File: config.mk
export PLATFORM = sky130hd
export DESIGN_NAME = tableWalker
export DESIGN_NICKNAME = d
export VERILOG_FILES = /design/src/rtl/twPkg.sv /design/src/rtl/twDatapath.sv /design/src/rtl/twControl.sv /design/src/rtl/tableWalker.sv
export SDC_FILE = /design/constraint.sdc
export NUM_CORES = 1
export LEC_CHECK = 0
export BUFFER_PORTS_ARGS = -buffer_cell sky130_fd_sc_hd__buf_2
export CORE_MARGIN = 2
export CORE_UTILIZATION = 50
export CTS_BUF_LIST = sky130_fd_sc_hd__clkbuf_2
export CTS_CLUSTER_SIZE = 25
export DETAILED_ROUTE_END_ITERATION = 10
export GPL_TIMING_DRIVEN = 1
export HOLD_SLACK_MARGIN = 0.15
export PLACE_DENSITY_LB_ADDON = 0.05
export SLEW_MARGIN = 20
export SYNTH_ARGS = -nofsm -noshare
export SYNTH_HDL_FRONTEND = slang
export SYNTH_SLANG_ARGS = --single-unit
export TNS_END_PERCENT = 20
File: constraint.sdc
create_clock -name clk -period 2.4 [get_ports clk]
set_input_delay 0.48 -clock clk [delete_from_list [all_inputs] [get_ports clk]]
set_output_delay 0.48 -clock clk [all_outputs]
set_load 0.05 [all_outputs]
File: src/rtl/twPkg.sv
package twPkg;
  localparam int VA_W      = 32;
  localparam int PA_W      = 40;
  localparam int DESC_W    = 32;
  localparam int L1_IDX_W  = 12;
  localparam int L2_IDX_W  = 8;
  localparam int PAGE_W    = 12;
  localparam int SEC_W     = VA_W - L1_IDX_W;          // 20 offset bits
  localparam int SUPER_W   = 24;
  localparam int L1_BASE_W = VA_W - L1_IDX_W - 2;      // 18 base bits
  localparam int L2_BASE_W = VA_W - L2_IDX_W - 2;      // 22 base bits
  localparam int EXT_W     = PA_W - VA_W;              // 8 extra PA bits

  typedef enum logic [2:0] {
    DK_FAULT   = 3'd0,
    DK_TABLE   = 3'd1,
    DK_SECTION = 3'd2,
    DK_SUPER   = 3'd3,
    DK_PAGE    = 3'd4
  } descKindT;

  typedef enum logic [1:0] {
    RK_SECTION = 2'd0,
    RK_SUPER   = 2'd1,
    RK_PAGE    = 2'd2
  } resultKindT;

  typedef struct packed {
    logic latchReq;
    logic latchTable;
    logic loadLeaf;
    logic loadFault;
    logic atL2;
  } ctrlStrobeT;
endpackage

File: src/rtl/twDatapath.sv
module twDatapath
  import twPkg::*;
(
  input  logic                clk,
  input  logic                rstN,
  input  ctrlStrobeT          ctrl,
  input  logic [VA_W-1:0]     reqVa,
  input  logic [VA_W-1:0]     reqBase,
  input  logic [DESC_W-1:0]   memRspData,
  output logic [VA_W-1:0]     memReqAddr,
  output descKindT            rspKind,
  output logic [PA_W-1:0]     donePa,
  output logic                doneXn,
  output logic [2:0]          doneMemType,
  output logic [1:0]          doneKind,
  output logic                doneLevel,
  output logic                doneFault
);
  logic [VA_W-1:0]      vaQ;
  logic [L1_BASE_W-1:0] baseQ;
  logic [L2_BASE_W-1:0] tblQ;

  descKindT             l1Kind, l2Kind;
  logic [PA_W-1:0]      leafPa;
  logic                 leafXn;
  logic [2:0]           leafMt;
  resultKindT           leafKind;

  // descriptor classification per level
  always_comb begin
    unique case (memRspData[1:0])
      2'b01:   l1Kind = DK_TABLE;
      2'b10:   l1Kind = memRspData[18] ? DK_SUPER : DK_SECTION;
      default: l1Kind = DK_FAULT;
    endcase
    l2Kind  = memRspData[1] ? DK_PAGE : DK_FAULT;
    rspKind = ctrl.atL2 ? l2Kind : l1Kind;
  end

  // leaf result formation
  always_comb begin
    leafPa   = '0;
    leafXn   = 1'b0;
    leafMt   = '0;
    leafKind = RK_SECTION;
    if (ctrl.atL2) begin
      leafPa   = {{EXT_W{1'b0}}, memRspData[DESC_W-1:PAGE_W], vaQ[PAGE_W-1:0]};
      leafXn   = memRspData[0];
      leafMt   = {memRspData[5], memRspData[3:2]};
      leafKind = RK_PAGE;
    end else begin
      leafXn = memRspData[4];
      leafMt = {memRspData[12], memRspData[3:2]};
      if (memRspData[18]) begin
        leafPa   = {memRspData[9:6], memRspData[23:20],
                    memRspData[DESC_W-1:SUPER_W], vaQ[SUPER_W-1:0]};
        leafKind = RK_SUPER;
      end else begin
        leafPa   = {{EXT_W{1'b0}}, memRspData[DESC_W-1:SEC_W], vaQ[SEC_W-1:0]};
        leafKind = RK_SECTION;
      end
    end
  end

  // read address: first or second level
  always_comb begin
    if (ctrl.atL2)
      memReqAddr = {tblQ, vaQ[SEC_W-1:PAGE_W], 2'b00};
    else
      memReqAddr = {baseQ, vaQ[VA_W-1:SEC_W], 2'b00};
  end

  always_ff @(posedge clk) begin
    if (!rstN) begin
      vaQ         <= '0;
      baseQ       <= '0;
      tblQ        <= '0;
      donePa      <= '0;
      doneXn      <= 1'b0;
      doneMemType <= '0;
      doneKind    <= '0;
      doneLevel   <= 1'b0;
      doneFault   <= 1'b0;
    end else begin
      if (ctrl.latchReq) begin
        vaQ   <= reqVa;
        baseQ <= reqBase[VA_W-1:VA_W-L1_BASE_W];
      end
      if (ctrl.latchTable)
        tblQ <= memRspData[DESC_W-1:DESC_W-L2_BASE_W];
      if (ctrl.loadLeaf) begin
        donePa      <= leafPa;
        doneXn      <= leafXn;
        doneMemType <= leafMt;
        doneKind    <= leafKind;
        doneLevel   <= ctrl.atL2;
        doneFault   <= 1'b0;
      end else if (ctrl.loadFault) begin
        donePa      <= '0;
        doneXn      <= 1'b0;
        doneMemType <= '0;
        doneKind    <= RK_SECTION;
        doneLevel   <= ctrl.atL2;
        doneFault   <= 1'b1;
      end
    end
  end
endmodule

File: src/rtl/twControl.sv
module twControl
  import twPkg::*;
(
  input  logic       clk,
  input  logic       rstN,
  input  logic       reqValid,
  input  logic       memRspValid,
  input  descKindT   rspKind,
  output ctrlStrobeT ctrl,
  output logic       busy,
  output logic       memReqValid,
  output logic       doneValid
);
  typedef enum logic [2:0] {
    ST_IDLE     = 3'd0,
    ST_L1_ISSUE = 3'd1,
    ST_L1_WAIT  = 3'd2,
    ST_L2_ISSUE = 3'd3,
    ST_L2_WAIT  = 3'd4
  } walkStateT;

  walkStateT stateQ, stateD;
  logic      finish;

  always_comb begin
    stateD      = stateQ;
    ctrl        = '0;
    memReqValid = 1'b0;
    finish      = 1'b0;
    unique case (stateQ)
      ST_IDLE: begin
        if (reqValid) begin
          ctrl.latchReq = 1'b1;
          stateD        = ST_L1_ISSUE;
        end
      end
      ST_L1_ISSUE: begin
        memReqValid = 1'b1;
        stateD      = ST_L1_WAIT;
      end
      ST_L1_WAIT: begin
        if (memRspValid) begin
          if (rspKind == DK_TABLE) begin
            ctrl.latchTable = 1'b1;
            stateD          = ST_L2_ISSUE;
          end else begin
            ctrl.loadFault = (rspKind == DK_FAULT);
            ctrl.loadLeaf  = (rspKind != DK_FAULT);
            finish         = 1'b1;
            stateD         = ST_IDLE;
          end
        end
      end
      ST_L2_ISSUE: begin
        ctrl.atL2   = 1'b1;
        memReqValid = 1'b1;
        stateD      = ST_L2_WAIT;
      end
      ST_L2_WAIT: begin
        ctrl.atL2 = 1'b1;
        if (memRspValid) begin
          ctrl.loadLeaf  = (rspKind == DK_PAGE);
          ctrl.loadFault = (rspKind != DK_PAGE);
          finish         = 1'b1;
          stateD         = ST_IDLE;
        end
      end
      default: stateD = ST_IDLE;
    endcase
  end

  always_ff @(posedge clk) begin
    if (!rstN) begin
      stateQ    <= ST_IDLE;
      doneValid <= 1'b0;
    end else begin
      stateQ    <= stateD;
      doneValid <= finish;
    end
  end

  assign busy = (stateQ != ST_IDLE);
endmodule

File: src/rtl/tableWalker.sv
module tableWalker
  import twPkg::*;
(
  input  logic              clk,
  input  logic              rstN,
  input  logic              reqValid,
  input  logic [31:0]       reqVa,
  input  logic [31:0]       reqBase,
  output logic              busy,
  output logic              memReqValid,
  output logic [31:0]       memReqAddr,
  input  logic              memRspValid,
  input  logic [31:0]       memRspData,
  output logic              doneValid,
  output logic [39:0]       donePa,
  output logic              doneXn,
  output logic [2:0]        doneMemType,
  output logic [1:0]        doneKind,
  output logic              doneLevel,
  output logic              doneFault
);
  ctrlStrobeT ctrl;
  descKindT   rspKind;

  twControl u_control (
    .clk         (clk),
    .rstN        (rstN),
    .reqValid    (reqValid),
    .memRspValid (memRspValid),
    .rspKind     (rspKind),
    .ctrl        (ctrl),
    .busy        (busy),
    .memReqValid (memReqValid),
    .doneValid   (doneValid)
  );

  twDatapath u_datapath (
    .clk         (clk),
    .rstN        (rstN),
    .ctrl        (ctrl),
    .reqVa       (reqVa),
    .reqBase     (reqBase),
    .memRspData  (memRspData),
    .memReqAddr  (memReqAddr),
    .rspKind     (rspKind),
    .donePa      (donePa),
    .doneXn      (doneXn),
    .doneMemType (doneMemType),
    .doneKind    (doneKind),
    .doneLevel   (doneLevel),
    .doneFault   (doneFault)
  );
endmodule

Yosys cells after proc, flatten, opt, wreduce, memory -nomap -nowiden
Index checks and enable logic that the tools add are counted.
{"block": "word_totals", "regBits": 124, "latchBits": 0, "ramBits": 0, "rom_bits": 0, "out_inout_bits": 83, "wordCells": 73, "mem_count": 0}
{"block": "op_classes", "addsub": 0, "multipliers": 0, "n_div": 0, "n_lt_le_gt_ge": 0, "eq_ne": 12, "n_shift": 0, "muxes": 40, "bitwise": 1, "n_reduce_logical": 9}
{"op": "$mux 40", "count": 4}
{"op": "$mux 32", "count": 1}
{"op": "$mux 3", "count": 9}
{"op": "$mux 1", "count": 16}
{"op": "$pmux 3 s5", "count": 1}
{"op": "$mux 2", "count": 6}
{"op": "$eq 3x1->1 const B", "count": 2}
{"op": "$eq 3x2->1 const B", "count": 2}
{"op": "$eq 3x3->1 const B", "count": 2}
{"op": "$logic_not 3->1", "count": 2}
{"op": "$ne 2x2->1 const B", "count": 3}
{"op": "$pmux 3 s2", "count": 1}
{"op": "$reduce_bool 3->1", "count": 2}
{"op": "$reduce_or 2->1", "count": 3}
{"op": "$pmux 2 s2", "count": 1}
{"op": "$ne 3x3->1 const B", "count": 1}
{"op": "$reduce_and 3->1", "count": 1}
{"op": "$eq 2x1->1 const B", "count": 1}
{"op": "$eq 2x2->1 const B", "count": 1}
{"op": "$pmux 1 s2", "count": 1}
{"op": "$reduce_bool 2->1", "count": 1}
{"op": "$not 1->1", "count": 1}

Logic depth before layout (Yosys ltp)
Gate-level depths: netlist of the first run.
{"block": "logic_depth", "depth_word": 10, "ltp_mapped": 8, "mapped_depth_nobuf": 6}

Hierarchy
Synthesis of the first run repeated with hierarchy kept, for this count alone.
{"block": "hier_totals", "hier_cells": 526, "hier_area_um2": 5465.2}
{"module": "twDatapath", "n_inst": 1, "cells_per_inst": 493, "area_each_um2": 5163.7}
{"module": "twControl", "n_inst": 1, "cells_per_inst": 33, "area_each_um2": 301.5}

Worst setup path after synthesis of the first run
No wires, ideal clock.
{"block": "synth_path", "kind": "register to output", "startpoint": "register u_control.stateQ[2]", "endpoint": "output memReqAddr[10]", "arrival_ns": 1.449, "t_required_ns": 1.920, "slack_ns": 0.471, "stages_incl_launch_ff": 6, "n_path_buf": 2, "cell_sequence": "dfxtp_1 > buf_2 > nor2b_1 > a22oi_2 > buf_2 > mux2_2"}
{"block": "synth_between", "elab_chain_len": 4, "elab_cells_between_ends": 5}
{"element": "start, declared", "line": "twControl.sv:22", "text": "walkStateT stateQ, stateD;"}
{"element": "start signal, assigned", "line": "twControl.sv:77", "text": "stateQ <= stateD;"}
{"element": "$eq 3x2->1 or $eq 3x3->1 (tied branches)", "line": "twControl.sv:30", "text": "unique case (stateQ)"}
{"element": "$reduce_or 2->1 (no source line) *"}
{"element": "$mux 1 *", "line": "twControl.sv:30"}
{"element": "$mux 32 *", "line": "twDatapath.sv:67", "text": "if (ctrl.atL2)"}
{"element": "end, declared", "line": "tableWalker.sv:11", "text": "output logic [31:0] memReqAddr,"}
Mark *: on every way between the ends. The rest lies on a longest branch, timed or not.

Worst setup path after layout of the first run
{"block": "layout_path", "startpoint": "register u_control.stateQ[1]", "endpoint": "output memReqAddr[10]"}
The elaborated chain is that of the path after synthesis.

==> flow_summary.yaml, run 1 <==
logic_synthesis:
  avgSynthCellArea_um2: 8.96
  synth_flop_cell: "dfxtp_1"
  synth_top_area_cell: "dfxtp_1"
  seq_area_frac_synth_pct: 50.8
  synth-edff-count: 0
  netlist_area_um2: 4880
  synth_top_area_share_pct: 50.8
  ys_ff_latch: 124
  synth_top_cells_by_area: "dfxtp_1 (51%), nand2_1 (13%), a21oi_1 (7.8%)"
  ys_types: 39
  yosysMostFrequentCell: "nand2_1"
  syn_inst: 545
  yosys_warnings: 0
  synth_commonest_cells: "nand2_1 (163), dfxtp_1 (124), a21oi_1 (76)"
  synthArstFlopShare_pct: 0
flow_run:
  max-cap-violations: 0
clocking:
  numClockSinks: 124
  insertion_delay_ns: 0.65
  cts_root_buffer: "clkbuf_2"
  cts_tree: "yes"
  htreeDepth: 4
  path_clk_slew_ns: 0.18
  cts.path.max_buffers: 2
  cts_buffers: 17
die:
  die_y_um: 103
  io-pin-count: 183
  die_area_um2: 10600
  core_area_um2: 9640
  dieWidth_um: 103
  initial_core_util_pct: 50.6
  fp-row-count: 36
min_path:
  whs_path_depth: 4
  min_to: "u_control.stateQ[1]"
  hp-start: "memRspValid"
  min_path_type: "in2reg"
setup_path:
  crit_fanout: 5
  slowest_delay_ns: 0.39
  critPathArrivalTime_ns: 2.21
  r2r_end: "u_datapath.doneMemType[2]"
  timing.rr.start: "u_control.stateQ[1]"
  path_class: "reg2out"
  rr_worst_depth: 7
  r2r_slack_ns: 0.31
  slowest_stage: "dfxtp_4"
  endpoint_kind: "primary output"
  cp.required_ns: 1.92
  cp-start-kind: "flip-flop"
  cp_cell_sequence: "nor2b_4, a22oi_2, buf_6, clkbuf_16, mux2_4, buf_8"
timing:
  fin_setup_tns_ns: -7.78
  finalHoldViolations: 0
  whs_ns: 0.247
  slew_violations: 0
  setup_viol: 30
  post-route-period-util_pct: 112
  relSlewSlack_pct: 44.2
  grt_setup_unrepaired: "true"
  final.setup.worst_slack_ns: -0.290
  fmax_mhz: 372
  finClkSkew_ns: 0.0300
  tightest_slew_ns: 0.837
  fin_crit_ns: 2.69
route:
  drtIter0Drc: 283
  vias: 4879
  avgRoutedWirePerCell_um: 16.6
  drt-total-wl_um: 15700
  drc: 0
  firstDrtPassIters: 7
  routed_via_density: 5.17
  ant_nets: 0
global_route:
  overflow: 0
  gr-usage-met2_pct: 47.8
  grt_usage_pct: 28.5
  grt_max_degree: 75
  grt_pass1_vias: 4737
  antenna_found_initial: 0
  grt_pass1_wl_um: 22900
  grtUsageMet3_pct: 7.66
  grt_most_used_layer: "met2"
  met1_usage_pct: 35.2
finish:
  drive_gt1_share_pct: 32.7
  finish.utilization_pct: 77.2
  antenna_cells: 0
  finalNetCount: 900
  final_area_um2: 7440
  syn2layout_area_growth_pct: 52.5
place:
  io_buffers: 166
  dp_hpwl_um: 8530
  place_ws_ns: 0.195
  gp_congestion: 0.901
  placed_area_um2: 5810
outcome:
  violations: "setup timing"
  status: "finished, violations left"
power:
  ir_worst_vdd_uv: 401
  power.leakage_nw: 3.40
  power.density_nw_per_um2: 596
per-stage QoR:
| step | cells | total power [W] |
|---|---|---|
| CTS | 939 | 0.00440 |
| detailed placement | 817 | 0.00281 |
| global route | 944 | 0.00463 |
| global placement | 817 | 0.00280 |
| finish | 944 | 0.00444 |
| floorplan | 546 | 0.00262 |
area by class of cell:
type | instances | area [um^2]
flip-flops and latches | 124 | 2490
fillers | 697 | 2190
well taps | 133 | 166
multi-input cells | 374 | 2240
clock inverters | 13 | 174
clock buffers | 19 | 95.1
inverters | 6 | 22.5
repair buffers | 275 | 2260
flip-flops by register name, indices dropped and copies added (netlist names):
signal / count
u_control.doneValid: 1
u_datapath.tblQ: 22
u_datapath.doneMemType: 3
u_datapath.vaQ: 32
u_datapath.doneXn: 1
u_control.stateQ: 3
u_datapath.doneKind: 2
u_datapath.donePa: 40
u_datapath.doneLevel: 1
u_datapath.doneFault: 1
u_datapath.baseQ: 18
cells in the final DEF, fill, tap and decap left out, types with 16 or more instances in the layout:
cell type      synthesis  final
buf_6                  3     17
buf_8                  0     16
dfxtp_1              124    121
a22o_1                30     30
clkbuf_2               0     19
dlygate4sd3_1          0     84
a21oi_1               76     76
mux2_4                 0     16
buf_2                 22    136
nand2_1              163    163
metal layers:
layer	up-vias	routed length, um	part of all wire (%)
met5	-	0	0
met4	0	361	2.3
met3	37	1060	6.7
met2	194	7800	50
met1	2286	6490	41
li1	2362	-	-
report_power, final:
part	leakage [nW]	switching [W]	internal (W)
Combinational	2.25	0.000455	0.000379
Sequential	1.01	0.0000422	0.00212
Clock	0.145	0.000757	0.000678
worst max-delay path by stage:
stage	from	end	slack, ns	depth (start not counted)
detailed placement	u_control.stateQ[2]	memReqAddr[13]	0.20	5
global route	u_control.stateQ[1]	memReqAddr[10]	-0.44	7
CTS	u_control.stateQ[1]	memReqAddr[22]	-0.32	6
global placement	u_control.stateQ[2]	memReqAddr[23]	0.20	5
finish	u_control.stateQ[1]	memReqAddr[10]	-0.29	6
floorplan	u_control.stateQ[2]	memReqAddr[10]	0.47	5
what timing repair did:
| item | 4_1_cts | 5_1_grt |
|---|---|---|
| gates cloned | 3 | 2 |
| resized for setup | 72 | 33 |
| hold endpoints to repair | 101 | 1 |
| buffers inserted | 4 | 2 |
| hold buffers | 83 | 1 |
| pin swaps | 1 | 1 |
| setup endpoints to repair | 30 | 30 |
worst max-delay path: cells and delay by family (launching register included):
family	cells	cell delay (ns)
and+or+nand+nor	1	0.13
buffers and inverters	3	0.52
DFF	1	0.39
AOI/OAI and AO/OA	1	0.21
muxes	1	0.32
logic make-up after synthesis:
family	Yosys count	synth area share, %
simple gates	191	16.4
compound gates	139	18.0
flops	124	50.8
buf+inv	48	5.18
mux	40	8.97
fa+ha+maj	2	0.512
other cells	1	0.0768
(Power assumes the default switching activity.)
==> run 2: changes to the inputs <==
--- a/config.mk
+++ b/config.mk
@@ -7,7 +7,7 @@
 export LEC_CHECK = 0
 export BUFFER_PORTS_ARGS = -buffer_cell sky130_fd_sc_hd__buf_2
 export CORE_MARGIN = 2
-export CORE_UTILIZATION = 50
+export CORE_UTILIZATION = 51
 export CTS_BUF_LIST = sky130_fd_sc_hd__clkbuf_2
 export CTS_CLUSTER_SIZE = 25
 export DETAILED_ROUTE_END_ITERATION = 10
==> flow_summary.yaml, run 2 (synthesized netlist as in run 1, its figures left out) <==
setup_path:
  cp_common_cell: "buf_6"
  rr_worst_depth: 8
  crit_fanout: 6
  cp-start-kind: "flip-flop"
  cp_top_family: "buffers and inverters"
  cp.depth: 6
  worst-path-buf-inv: 3
  r2r_end: "u_datapath.doneMemType[2]"
  timing.rr.start: "u_control.stateQ[1]"
  cp_cell_sequence: "nor2b_4, a22oi_2, buf_6, buf_8, mux2_2, buf_6"
  cp.required_ns: 1.92
  r2r_slack_ns: 0.08
  slowest_delay_ns: 0.40
  slowest_stage: "dfxtp_4"
  critPathArrivalTime_ns: 2.24
  endpoint_kind: "primary output"
  path_class: "reg2out"
outcome:
  status: "finished, violations left"
  violations: "setup timing"
place:
  place_inst: 814
  io_buffers: 166
  place_ws_ns: 0.192
  gp_congestion: 0.851
  dp_hpwl_um: 8910
timing:
  finalHoldViolations: 0
  final.setup.worst_slack_ns: -0.320
  grt_setup_unrepaired: "true"
  setup_viol: 30
  fin_setup_tns_ns: -8.36
  slew_violations: 0
  finClkSkew_ns: 0.0217
  fin_crit_ns: 2.72
  fmax_mhz: 368
  post-route-period-util_pct: 113
min_path:
  min_path_type: "in2reg"
  hp-start: "memRspData[1]"
  whs_path_depth: 3
  min_to: "u_datapath.doneKind[1]"
route:
  drt-total-wl_um: 15700
  avgRoutedWirePerCell_um: 16.7
  ant_nets: 0
  drc: 0
  firstDrtPassIters: 5
  routed_via_density: 5.28
  drtIter0Drc: 309
  vias: 4949
finish:
  largest_reg_flops: 40
  finish.utilization_pct: 80.3
  fill_cells: 619
  antenna_cells: 0
  reg_top3: "u_datapath.donePa x40, u_datapath.vaQ x32, u_datapath.tblQ x22"
  layout_commonest_cell: "nand2_1"
  layout_common_cells: "nand2_1 (163), buf_2 (136), dfxtp_1 (122)"
  stdcell_count: 938
  top_register: "u_datapath.donePa"
  syn2layout_area_growth_pct: 52.7
  finalNetCount: 898
  drive_gt1_share_pct: 32.5
power:
  ir_worst_vdd_uv: 434
  p_switching_w: 0.00129
  cellInternalPower_w: 0.00320
  pwr-share-seq_pct: 48.4
  power.leakage_nw: 3.43
  power.density_nw_per_um2: 601
  finalPower_w: 0.00448
  pwr-share-comb_pct: 18.6
  p_sw_share_pct: 28.7
  clockPowerShare_pct: 33.0
global_route:
  grt_pass1_wl_um: 23200
  antenna_found_initial: 0
  overflow: 0
  grt_pass1_vias: 4776
  grt_max_degree: 75
  grt_usage_pct: 29.0
clocking:
  numClockSinks: 124
  cts_buffers: 17
  cts_root_buffer: "clkbuf_2"
  cts.path.max_buffers: 2
  path_clk_slew_ns: 0.18
  htreeDepth: 4
  insertion_delay_ns: 0.65
  cts_tree: "yes"
die:
  io-pin-count: 183
  die_area_um2: 10400
  dieWidth_um: 102
  core_area_um2: 9280
  die_y_um: 102
  initial_core_util_pct: 52.6
  fp-row-count: 35
flow_run:
  max-cap-violations: 0
## run 2: changes by cell type in the layout (fill, tap and decap cells not counted), moves of 2 or more
cell and delta:
buf_8 +3, mux2_2 -10, mux2_4 +10, inv_6 +2
buf_16 -2, clkinv_4 +2, buf_6 -3
## run 2: cell type report
cell class                 instances  area [um^2]  share of cell area (%)
multi-input combinational        374         2270                    30.5
clock buffer                      18         90.1                    1.21
clock inverter                    14          193                    2.59
sequential                       124         2490                    33.4
timing repair buffer             273         2220                    29.8
tap                              129          161                    2.17
inverter                           6         22.5                   0.302
## run 2: metal layers
metal / vias to the layer above / routed length [um] / global-route usage, %
li1: 2363 / - / -
met2: 211 / 7910 / 49.7
met5: - / 0 / 0
met4: 0 / 404 / 9.85
met1: 2337 / 6220 / 35.4
met3: 38 / 1110 / 7.66
## run 2: worst max path at each step
stage,endpoint,startpoint
2_1_floorplan,memReqAddr[10],u_control.stateQ[2]
3_3_place_gp,memReqAddr[9],u_control.stateQ[2]
5_1_grt,memReqAddr[2],u_control.stateQ[1]
4_1_cts,memReqAddr[30],u_control.stateQ[1]
3_5_place_dp,memReqAddr[19],u_control.stateQ[2]
6_report,memReqAddr[2],u_control.stateQ[1]
## run 2: stage by stage
step,instance area [um^2],hold slack [ns]
finish,7450,0.226
global route,7450,0.206
CTS,7180,0.168
detailed placement,5830,0.434
global placement,5830,0.431
floorplan,4890,0.433
## run 2: power by group through the flow
stage / registers (W) / clock network, W / logic (W)
floorplan: 0.00221 / 0 / 0.000404
detailed placement: 0.00221 / 0 / 0.000604
CTS: 0.00217 / 0.00151 / 0.000763
global route: 0.00218 / 0.00161 / 0.000882
global placement: 0.00220 / 0 / 0.000592
finish: 0.00217 / 0.00148 / 0.000835
## run 2: timing repair
action / in CTS / in global routing
cloned: 2 / 3
endpoints found under the setup margin: 30 / 30
hold endpoints to repair: 101 / 0
setup buffers: 2 / 3
hold buffers: 83 / 0
pin swaps: 1 / 1
gates resized for setup: 56 / 58
## run 2: tightest hold or removal path, delay by kind of cell
kind                   cells  cell delay [ns]
AOI/OAI and AO/OA          1             0.11
buffers and inverters      1             0.12
and+or+nand+nor            1             0.14
